`config.mk`:
```
export PLATFORM = sky130hd
export DESIGN_NAME = osd_cmd_if
export DESIGN_NICKNAME = d
export VERILOG_FILES = /design/src/rtl/osd_cmd_pkg.sv /design/src/rtl/osd_ser_rx.sv /design/src/rtl/osd_cmd_dec.sv /design/src/rtl/osd_fill.sv /design/src/rtl/osd_cmd_if.sv
export SDC_FILE = /design/constraint.sdc
export NUM_CORES = 1
export LEC_CHECK = 0
export BUFFER_PORTS_ARGS = -buffer_cell sky130_fd_sc_hd__buf_2
export CELL_PAD_IN_SITES_DETAIL_PLACEMENT = 2
export CELL_PAD_IN_SITES_GLOBAL_PLACEMENT = 2
export CORE_MARGIN = 8
export CORE_UTILIZATION = 37
export DETAILED_ROUTE_END_ITERATION = 8
export PLACE_DENSITY_LB_ADDON = 0.1
export REMOVE_ABC_BUFFERS = 1
export SLEW_MARGIN = 20
export SYNTH_ARGS = -nofsm -noshare
export SYNTH_HDL_FRONTEND = slang
export SYNTH_SLANG_ARGS = --single-unit
```
`constraint.sdc`:
```
create_clock -name clk_i -period 2 [get_ports clk_i]
set_clock_uncertainty 0.15 [all_clocks]
set_input_delay 0.4 -clock clk_i [delete_from_list [all_inputs] [get_ports clk_i]]
set_output_delay 0.4 -clock clk_i [all_outputs]
set_load 0.03 [all_outputs]
```
`src/rtl/osd_cmd_pkg.sv`:
```
package osd_cmd_pkg;
  localparam int unsigned NUM_ROWS = 12;
  localparam int unsigned NUM_COLS = 24;
  localparam int unsigned ROW_W    = $clog2(NUM_ROWS);
  localparam int unsigned COL_W    = $clog2(NUM_COLS);
  localparam int unsigned CODE_W   = 7;
  localparam int unsigned ATTR_W   = 2;
  localparam int unsigned BYTE_W   = 8;
  localparam int unsigned NUM_CTL  = 6;
  localparam int unsigned HDR_W    = 4;
  localparam int unsigned DAT_W    = 7;

  localparam int unsigned SYS_SLOT  = 2;  // command 4
  localparam int unsigned MODE_SLOT = 4;  // command 6
  localparam int unsigned SOFT_RST_BIT = 3;
  localparam int unsigned FILL_BIT     = 2;
  localparam int unsigned DISP_BIT     = 0;
  localparam logic [CODE_W-1:0] BLANK_CODE = '1;

  typedef enum logic [2:0] {
    CMD_ADDR = 3'd0,
    CMD_CHAR = 3'd1,
    CMD_C2   = 3'd2,
    CMD_C3   = 3'd3,
    CMD_C4   = 3'd4,
    CMD_C5   = 3'd5,
    CMD_C6   = 3'd6,
    CMD_C7   = 3'd7
  } cmd_e;

  typedef struct packed {
    logic              we;
    logic [ROW_W-1:0]  row;
    logic [COL_W-1:0]  col;
    logic [ATTR_W-1:0] attr;
    logic [CODE_W-1:0] code;
  } mem_wr_t;
endpackage

```
`src/rtl/osd_ser_rx.sv`:
```
module osd_ser_rx
  import osd_cmd_pkg::*;
(
  input  logic              clk_i,
  input  logic              rst_ni,
  input  logic              cs_i,
  input  logic              sclk_i,
  input  logic              sdi_i,
  output logic              byte_vld_o,
  output logic [BYTE_W-1:0] byte_o,
  output logic              cs_rise_o
);
  localparam int unsigned CNT_W = $clog2(BYTE_W);

  logic              cs_q, sclk_q, vld_q;
  logic [CNT_W-1:0]  cnt_q;
  logic [BYTE_W-1:0] sh_q, byte_q;
  logic              take;
  logic [BYTE_W-1:0] sh_nxt;

  assign take   = !cs_i && sclk_i && !sclk_q;
  assign sh_nxt = {sh_q[BYTE_W-2:0], sdi_i};

  always_ff @(posedge clk_i or negedge rst_ni) begin
    if (!rst_ni) begin
      cs_q   <= 1'b1;
      sclk_q <= 1'b0;
      vld_q  <= 1'b0;
      cnt_q  <= '0;
      sh_q   <= '0;
      byte_q <= '0;
    end else begin
      cs_q   <= cs_i;
      sclk_q <= sclk_i;
      vld_q  <= 1'b0;
      if (cs_i) begin
        cnt_q <= '0;
      end else if (take) begin
        sh_q <= sh_nxt;
        if (cnt_q == CNT_W'(BYTE_W - 1)) begin
          cnt_q  <= '0;
          vld_q  <= 1'b1;
          byte_q <= sh_nxt;
        end else begin
          cnt_q <= cnt_q + 1'b1;
        end
      end
    end
  end

  assign byte_vld_o = vld_q;
  assign byte_o     = byte_q;
  assign cs_rise_o  = cs_i && !cs_q;

  AST_PARTIAL_DROP: assert property (@(posedge clk_i) disable iff (!rst_ni)
    cs_i |=> cnt_q == '0);
  AST_BYTE_UNDER_SELECT: assert property (@(posedge clk_i) disable iff (!rst_ni)
    vld_q |-> $past(!cs_i));
endmodule

```
`src/rtl/osd_cmd_dec.sv`:
```
module osd_cmd_dec
  import osd_cmd_pkg::*;
(
  input  logic                               clk_i,
  input  logic                               rst_ni,
  input  logic                               byte_vld_i,
  input  logic [BYTE_W-1:0]                  byte_i,
  input  logic                               cs_rise_i,
  input  logic                               fill_done_i,
  output mem_wr_t                            wr_o,
  output logic [NUM_CTL-1:0][HDR_W-1:0]      hdr_o,
  output logic [NUM_CTL-1:0][DAT_W-1:0]      dat_o
);
  cmd_e              cmd_q;
  logic [ROW_W-1:0]  row_q;
  logic [COL_W-1:0]  col_q;
  logic [ATTR_W-1:0] attr_q;
  logic [NUM_CTL-1:0][HDR_W-1:0] hdr_q;
  logic [NUM_CTL-1:0][DAT_W-1:0] dat_q;
  mem_wr_t           wr_q;

  logic       is_id, locked, addr_ok, soft_rst;
  logic [2:0] id_cmd, id_slot, cur_slot;

  assign is_id    = byte_i[BYTE_W-1];
  assign id_cmd   = byte_i[6:4];
  assign id_slot  = id_cmd - 3'd2;
  assign cur_slot = 3'(cmd_q) - 3'd2;
  assign locked   = (cmd_q == CMD_CHAR);
  assign addr_ok  = (row_q < ROW_W'(NUM_ROWS)) && (col_q < COL_W'(NUM_COLS));
  assign soft_rst = byte_vld_i && is_id && !locked &&
                    (id_cmd == 3'(CMD_C4)) && byte_i[SOFT_RST_BIT];

  always_ff @(posedge clk_i or negedge rst_ni) begin
    if (!rst_ni) begin
      cmd_q  <= CMD_ADDR;
      row_q  <= '0;
      col_q  <= '0;
      attr_q <= '0;
      hdr_q  <= '0;
      dat_q  <= '0;
      wr_q   <= '0;
    end else if (soft_rst) begin
      cmd_q  <= CMD_ADDR;
      row_q  <= '0;
      col_q  <= '0;
      attr_q <= '0;
      hdr_q  <= '0;
      dat_q  <= '0;
      wr_q   <= '0;
    end else begin
      wr_q.we <= 1'b0;
      if (fill_done_i) hdr_q[SYS_SLOT][FILL_BIT] <= 1'b0;
      if (byte_vld_i) begin
        if (is_id && !locked) begin
          cmd_q <= cmd_e'(id_cmd);
          case (cmd_e'(id_cmd))
            CMD_ADDR: row_q  <= byte_i[ROW_W-1:0];
            CMD_CHAR: attr_q <= byte_i[ATTR_W-1:0];
            default:  hdr_q[id_slot] <= byte_i[HDR_W-1:0];
          endcase
        end else begin
          case (cmd_q)
            CMD_ADDR: col_q <= byte_i[COL_W-1:0];
            CMD_CHAR: begin
              if (addr_ok) begin
                wr_q <= '{we: 1'b1, row: row_q, col: col_q, attr: attr_q,
                          code: byte_i[CODE_W-1:0]};
                if (col_q == COL_W'(NUM_COLS - 1)) begin
                  col_q <= '0;
                  row_q <= (row_q == ROW_W'(NUM_ROWS - 1)) ? '0 : row_q + 1'b1;
                end else begin
                  col_q <= col_q + 1'b1;
                end
              end
            end
            default: dat_q[cur_slot] <= byte_i[DAT_W-1:0];
          endcase
        end
      end
      if (cs_rise_i) cmd_q <= CMD_ADDR;
    end
  end

  assign wr_o  = wr_q;
  assign hdr_o = hdr_q;
  assign dat_o = dat_q;

  AST_SELECT_RETURNS_ADDR: assert property (@(posedge clk_i) disable iff (!rst_ni)
    cs_rise_i |=> cmd_q == CMD_ADDR);
  AST_CHAR_LOCK: assert property (@(posedge clk_i) disable iff (!rst_ni)
    (cmd_q == CMD_CHAR && !cs_rise_i) |=> cmd_q == CMD_CHAR);
  AST_FILL_FLAG_CLEARS: assert property (@(posedge clk_i) disable iff (!rst_ni)
    (fill_done_i && !(byte_vld_i && is_id)) |=> !hdr_q[SYS_SLOT][FILL_BIT]);
  AST_BAD_ADDR_HOLD: assert property (@(posedge clk_i) disable iff (!rst_ni)
    (locked && !addr_ok && !cs_rise_i) |=> (!wr_q.we && $stable(row_q) && $stable(col_q)));
endmodule

```
`src/rtl/osd_fill.sv`:
```
module osd_fill
  import osd_cmd_pkg::*;
(
  input  logic    clk_i,
  input  logic    rst_ni,
  input  logic    req_i,
  input  logic    disp_on_i,
  input  logic    yield_i,
  output mem_wr_t wr_o,
  output logic    done_o
);
  logic [ROW_W-1:0] row_q;
  logic [COL_W-1:0] col_q;
  logic active, last_col, last_row;

  assign active   = req_i && !disp_on_i && !yield_i;
  assign last_col = (col_q == COL_W'(NUM_COLS - 1));
  assign last_row = (row_q == ROW_W'(NUM_ROWS - 1));

  always_ff @(posedge clk_i or negedge rst_ni) begin
    if (!rst_ni) begin
      row_q <= '0;
      col_q <= '0;
    end else if (!req_i) begin
      row_q <= '0;
      col_q <= '0;
    end else if (active) begin
      if (last_col) begin
        col_q <= '0;
        row_q <= last_row ? '0 : row_q + 1'b1;
      end else begin
        col_q <= col_q + 1'b1;
      end
    end
  end

  assign wr_o   = '{we: active, row: row_q, col: col_q, attr: '0, code: BLANK_CODE};
  assign done_o = active && last_col && last_row;

  AST_FILL_PAUSE: assert property (@(posedge clk_i) disable iff (!rst_ni)
    (req_i && disp_on_i) |=> (!req_i || ($stable(row_q) && $stable(col_q))));
endmodule

```
`src/rtl/osd_cmd_if.sv`:
```
module osd_cmd_if
  import osd_cmd_pkg::*;
(
  input  logic                       clk_i,
  input  logic                       rst_ni,
  input  logic                       cs_i,
  input  logic                       sclk_i,
  input  logic                       sdi_i,
  input  logic [HDR_W-1:0]           mode_pin_i,
  output logic                       mem_we_o,
  output logic [ROW_W-1:0]           mem_row_o,
  output logic [COL_W-1:0]           mem_col_o,
  output logic [ATTR_W-1:0]          mem_attr_o,
  output logic [CODE_W-1:0]          mem_code_o,
  output logic [NUM_CTL*HDR_W-1:0]   ctl_hdr_o,
  output logic [NUM_CTL*DAT_W-1:0]   ctl_dat_o,
  output logic [HDR_W-1:0]           mode_o
);
  logic              byte_vld, cs_rise, fill_done;
  logic [BYTE_W-1:0] rx_byte;
  mem_wr_t           dec_wr, fill_wr, mux_wr;
  logic [NUM_CTL-1:0][HDR_W-1:0] hdr;
  logic [NUM_CTL-1:0][DAT_W-1:0] dat;

  osd_ser_rx i_rx (
    .clk_i      (clk_i),
    .rst_ni     (rst_ni),
    .cs_i       (cs_i),
    .sclk_i     (sclk_i),
    .sdi_i      (sdi_i),
    .byte_vld_o (byte_vld),
    .byte_o     (rx_byte),
    .cs_rise_o  (cs_rise)
  );

  osd_cmd_dec i_dec (
    .clk_i       (clk_i),
    .rst_ni      (rst_ni),
    .byte_vld_i  (byte_vld),
    .byte_i      (rx_byte),
    .cs_rise_i   (cs_rise),
    .fill_done_i (fill_done),
    .wr_o        (dec_wr),
    .hdr_o       (hdr),
    .dat_o       (dat)
  );

  osd_fill i_fill (
    .clk_i     (clk_i),
    .rst_ni    (rst_ni),
    .req_i     (hdr[SYS_SLOT][FILL_BIT]),
    .disp_on_i (dat[SYS_SLOT][DISP_BIT]),
    .yield_i   (dec_wr.we),
    .wr_o      (fill_wr),
    .done_o    (fill_done)
  );

  // character writes win; the fill retries the same cell next cycle
  assign mux_wr = dec_wr.we ? dec_wr : fill_wr;

  assign mem_we_o   = mux_wr.we;
  assign mem_row_o  = mux_wr.row;
  assign mem_col_o  = mux_wr.col;
  assign mem_attr_o = mux_wr.attr;
  assign mem_code_o = mux_wr.code;
  assign ctl_hdr_o  = hdr;
  assign ctl_dat_o  = dat;

  for (genvar b = 0; b < HDR_W; b++) begin : g_mode
    assign mode_o[b] = hdr[MODE_SLOT][b] | mode_pin_i[b];
  end

  AST_WR_IN_RANGE: assert property (@(posedge clk_i) disable iff (!rst_ni)
    mem_we_o |-> (mem_row_o < ROW_W'(NUM_ROWS)) && (mem_col_o < COL_W'(NUM_COLS)));
  AST_FILL_DISPLAY_OFF: assert property (@(posedge clk_i) disable iff (!rst_ni)
    (mem_we_o && !dec_wr.we) |-> !dat[SYS_SLOT][DISP_BIT]);
endmodule

```
==> impl_summary.log <==
INFO  metric post-place-cells = slightly above 800
INFO  metric grt.overflow.total = 0
INFO  metric timing.setup.critical_path_class = reg -> reg
INFO  metric vdd_drop_max = 0.5459 mV
INFO  metric dp.final_hpwl = 13,200 um
INFO  metric crit_required = roughly 2.1 ns
INFO  metric power.total = roughly 0.006 W
INFO  metric vias_per_cell = 5.521
INFO  metric globalRouteMet3Util = 0.04240
INFO  metric yosys_warnings = 0
INFO  metric layout-area-overhead-vs-synth = 33.03%
INFO  metric first_pass_iters = 5
INFO  metric drt_iter0_drc = 186
INFO  metric syn_inst = 497
INFO  metric grt.met2_usage = 0.3567
INFO  metric final_period_minus_worst_setup_slack = 2.010 ns
INFO  metric detailroute.via_count = 4,847
INFO  metric cts_buffers = 17
INFO  metric share_of_final_layout_standard_cells_stronger_than_drive_strength_1 = 0.3973
INFO  metric arrival = 2.15 ns
INFO  metric grt_max_degree = 57
INFO  metric globalRouteTotalUtil = 0.2071
INFO  metric syn_avg_cell_area = between 10 and 15 um^2
INFO  metric relSlewSlack = 0.6278
INFO  metric cts_htree_levels = 4
INFO  metric run_status = complete, but fails checks
INFO  metric clockRootBuffer = sky130_fd_sc_hd__clkbuf_16
INFO  metric end_kind = flop
INFO  metric synth_edf_count = 0
INFO  metric number_of_cells_in_the_finished_layout_apart_from_fillers = between 800 and 900
INFO  metric dieHeight = 142.8 um
INFO  metric max_cap_violations = 0
INFO  metric die-area = between 20,000 and 25,000 um^2
INFO  metric clock_sinks = 129
INFO  metric slew_violations = 0
INFO  metric start_util = 0.3760
INFO  metric layout.cells.most_common = sky130_fd_sc_hd__dfrtp_1
INFO  metric power_density = ~760 nW/um^2
INFO  metric use_met1 = 0.2488
INFO  metric yosys.cell_types.count = 62
INFO  metric final_cell_mix = sky130_fd_sc_hd__dfrtp_1 (122), sky130_fd_sc_hd__buf_2 (82), sky130_fd_sc_hd__buf_4 (59), sky130_fd_sc_hd__a22o_1 (47), sky130_fd_sc_hd__o2bb2ai_1 (30)
INFO  metric core = between 15,000 and 20,000 um^2
INFO  metric static-leakage-power = 3.747 nW
INFO  metric grt_busiest_layer = met2
INFO  metric vias_in_the_first_global_route = 5,597
INFO  metric rows = 46
INFO  metric detail_route.wl_per_cell = 23.12 um
INFO  metric dominantRegCellSynth = sky130_fd_sc_hd__dfrtp_1
INFO  metric cts_tree = done
INFO  metric clock_insertion_delay_worst_skew = ~0.43 ns
INFO  metric hold_path.class = in -> reg
INFO  metric failing_checks = setup timing
INFO  metric n_fill_cell = 1,575
INFO  metric clock.fmax = 0.4975 GHz
INFO  metric drc = 0
INFO  metric startpoint_type = flop
INFO  metric sequential_fraction_of_the_synthesis_area = 0.5427
INFO  metric place_congestion = 0.8562
INFO  metric worstMarginPinSlew = between 0.5 and 0.6 ns
INFO  metric antenna_left = 0
INFO  metric rsz0062_at_grt = yes
INFO  metric finalSetupViolCount = 3
INFO  metric clock_path_buffers = 2
INFO  metric synth_seq_cells = 129
INFO  metric netlist_area = 5951 um^2
INFO  metric timing.final.ws_setup = -0.009930 ns
INFO  metric top_level_ports = 98
INFO  metric postSynth.asyncResetShare = 1.000
INFO  metric first_pass_grt_wire_length = 32,370 um
INFO  metric timing_hold_violations_final = 0
INFO  metric final_clock_period_utilization_by_the_worst_path = 1.005
INFO  metric grt_antenna_before_repair = 0
INFO  metric clkSlewWorstSetupHoldPaths = 0.06 ns
INFO  metric diodes = 0
INFO  metric timing.hold.ws = 0.07991 ns
INFO  metric critPathMaxFanout = 9
INFO  metric die-width = approximately 140 um
INFO  metric port-buffer-count = 97
INFO  metric finalWirelength = 20,300 um
INFO  metric final_nets = 664
synthesized netlist by cell type, types with 4 or more instances:
cell / n / share of area
sky130_fd_sc_hd__buf_4: 4 / 0.0050
sky130_fd_sc_hd__nor3_1: 11 / 0.0093
sky130_fd_sc_hd__nor4_1: 4 / 0.0042
sky130_fd_sc_hd__or4_1: 4 / 0.0050
sky130_fd_sc_hd__a31oi_1: 6 / 0.0063
sky130_fd_sc_hd__o2bb2ai_1: 30 / 0.044
sky130_fd_sc_hd__a22o_1: 47 / 0.069
sky130_fd_sc_hd__a21oi_1: 14 / 0.012
sky130_fd_sc_hd__nand4_1: 4 / 0.0042
sky130_fd_sc_hd__nor2_1: 15 / 0.0095
sky130_fd_sc_hd__buf_2: 9 / 0.0076
sky130_fd_sc_hd__or3_1: 4 / 0.0042
sky130_fd_sc_hd__and3_1: 6 / 0.0063
sky130_fd_sc_hd__inv_1: 9 / 0.0057
sky130_fd_sc_hd__dfrtp_1: 128 / 0.54
sky130_fd_sc_hd__a21boi_0: 5 / 0.0063
sky130_fd_sc_hd__a211oi_1: 8 / 0.010
sky130_fd_sc_hd__mux2_2: 32 / 0.061
sky130_fd_sc_hd__or2_2: 6 / 0.0063
sky130_fd_sc_hd__and2_1: 10 / 0.011
sky130_fd_sc_hd__nand3_1: 10 / 0.0084
sky130_fd_sc_hd__nor2b_1: 7 / 0.0074
sky130_fd_sc_hd__o22ai_1: 5 / 0.0053
sky130_fd_sc_hd__ha_1: 6 / 0.013
sky130_fd_sc_hd__mux2i_1: 5 / 0.0084
sky130_fd_sc_hd__a32o_1: 4 / 0.0067
sky130_fd_sc_hd__clkbuf_1: 10 / 0.0063
sky130_fd_sc_hd__o21ai_0: 10 / 0.0084
sky130_fd_sc_hd__buf_6: 6 / 0.011
sky130_fd_sc_hd__nand2b_1: 11 / 0.012
sky130_fd_sc_hd__nor3b_1: 4 / 0.0050
sky130_fd_sc_hd__nand2_1: 22 / 0.014
path summary, 6_finish.rpt:
path	slack [ns]	endpoint	cells past startpoint	from
min in group asynchronous	0.27	i_fill.col_q[4]	2	rst_ni
min	0.08	i_rx.byte_o[0]	2	sdi_i
min reg2reg	0.33	i_dec.hdr_o[9]	2	i_dec.hdr_o[9]
max in group asynchronous	0.74	i_rx.cs_q	3	rst_ni
max reg2reg	-0.01	i_dec.col_q[4]	5	i_rx.byte_o[4]
max	-0.01	i_dec.col_q[4]	5	i_rx.byte_o[4]
flip-flops by register name, indices dropped and copies added, names as in the netlist:
| signal | flops |
|---|---|
| i_dec.row_q | 4 |
| i_dec.dat_o | 42 |
| i_rx.byte_vld_o | 1 |
| i_fill.row_q | 4 |
| i_fill.col_q | 5 |
| i_dec.col_q | 5 |
| i_rx.cs_q | 1 |
| i_dec.cmd_q | 3 |
| i_dec.wr_o | 19 |
| i_rx.cnt_q | 3 |
| i_rx.byte_o | 8 |
| i_rx.sclk_q | 1 |
| i_dec.attr_q | 2 |
| i_rx.sh_q | 7 |
| i_dec.hdr_o | 24 |
metal layers:
metal	part of all wire	vias up
li1	-	2186
met1	0.43	2528
met2	0.52	103
met3	0.032	30
met4	0.018	0
met5	0	-
logic make-up after synthesis:
family / synth area share
AOI/OAI and AO/OA: 0.2071
xor gates and xnor gates: 0.002944
adders and majority gates: 0.01262
buffers and inverters: 0.03785
DFF: 0.5427
muxes: 0.06897
and+or+nand+nor: 0.1278
power by group:
| part | leakage [nW] | internal (W) | total, W | switching, W |
|---|---|---|---|---|
| registers | 1.78 | 0.00268 | 0.00273 | 0.0000504 |
| clock network | 0.282 | 0.00196 | 0.00311 | 0.00114 |
| logic | 1.69 | 0.0000759 | 0.000169 | 0.0000929 |
| total | 3.75 | 0.00472 | 0.00600 | 0.00128 |
critical path, stage by stage, from the launching register on:
cell                        delay, ns
sky130_fd_sc_hd__dfrtp_1         0.43
sky130_fd_sc_hd__nand4bb_4       0.38
sky130_fd_sc_hd__o32a_1          0.29
sky130_fd_sc_hd__buf_4           0.17
sky130_fd_sc_hd__a211oi_1        0.33
sky130_fd_sc_hd__o22ai_1         0.14
metrics by stage:
step | worst slack [ns] | utilization | TNS (ns) | area, um^2
floorplan | -0.2889 | - | -6.566 | 5759
finish | -0.009930 | 0.5002 | -0.02625 | 7916
global placement | 0.007288 | 0.4417 | 0 | 6990
global route | -0.1116 | 0.5002 | -0.8020 | 7916
detailed placement | -0.05727 | 0.4417 | -0.5673 | 6990
CTS | 0.0001013 | 0.4900 | 0 | 7756
timing repair:
action,in CTS,in global routing
cloned,0,0
hold endpoints to repair,22,0
hold buffers,3,0
resized for setup,30,45
pin swaps,2,6
buffers inserted,7,5
setup endpoints to repair,57,70
area by class of cell:
cell class,count,area [um^2],share of cell area
timing repair buffer,165,1176,0.1486
multi-input combinational,327,2619,0.3308
clock buffer,27,503.0,0.06354
clock inverter,5,77.57,0.009799
sequential,129,3237,0.4089
tap,216,270.3,0.03414
inverter,9,33.78,0.004267
No activity file was read; power rests on OpenSTA's default activity.
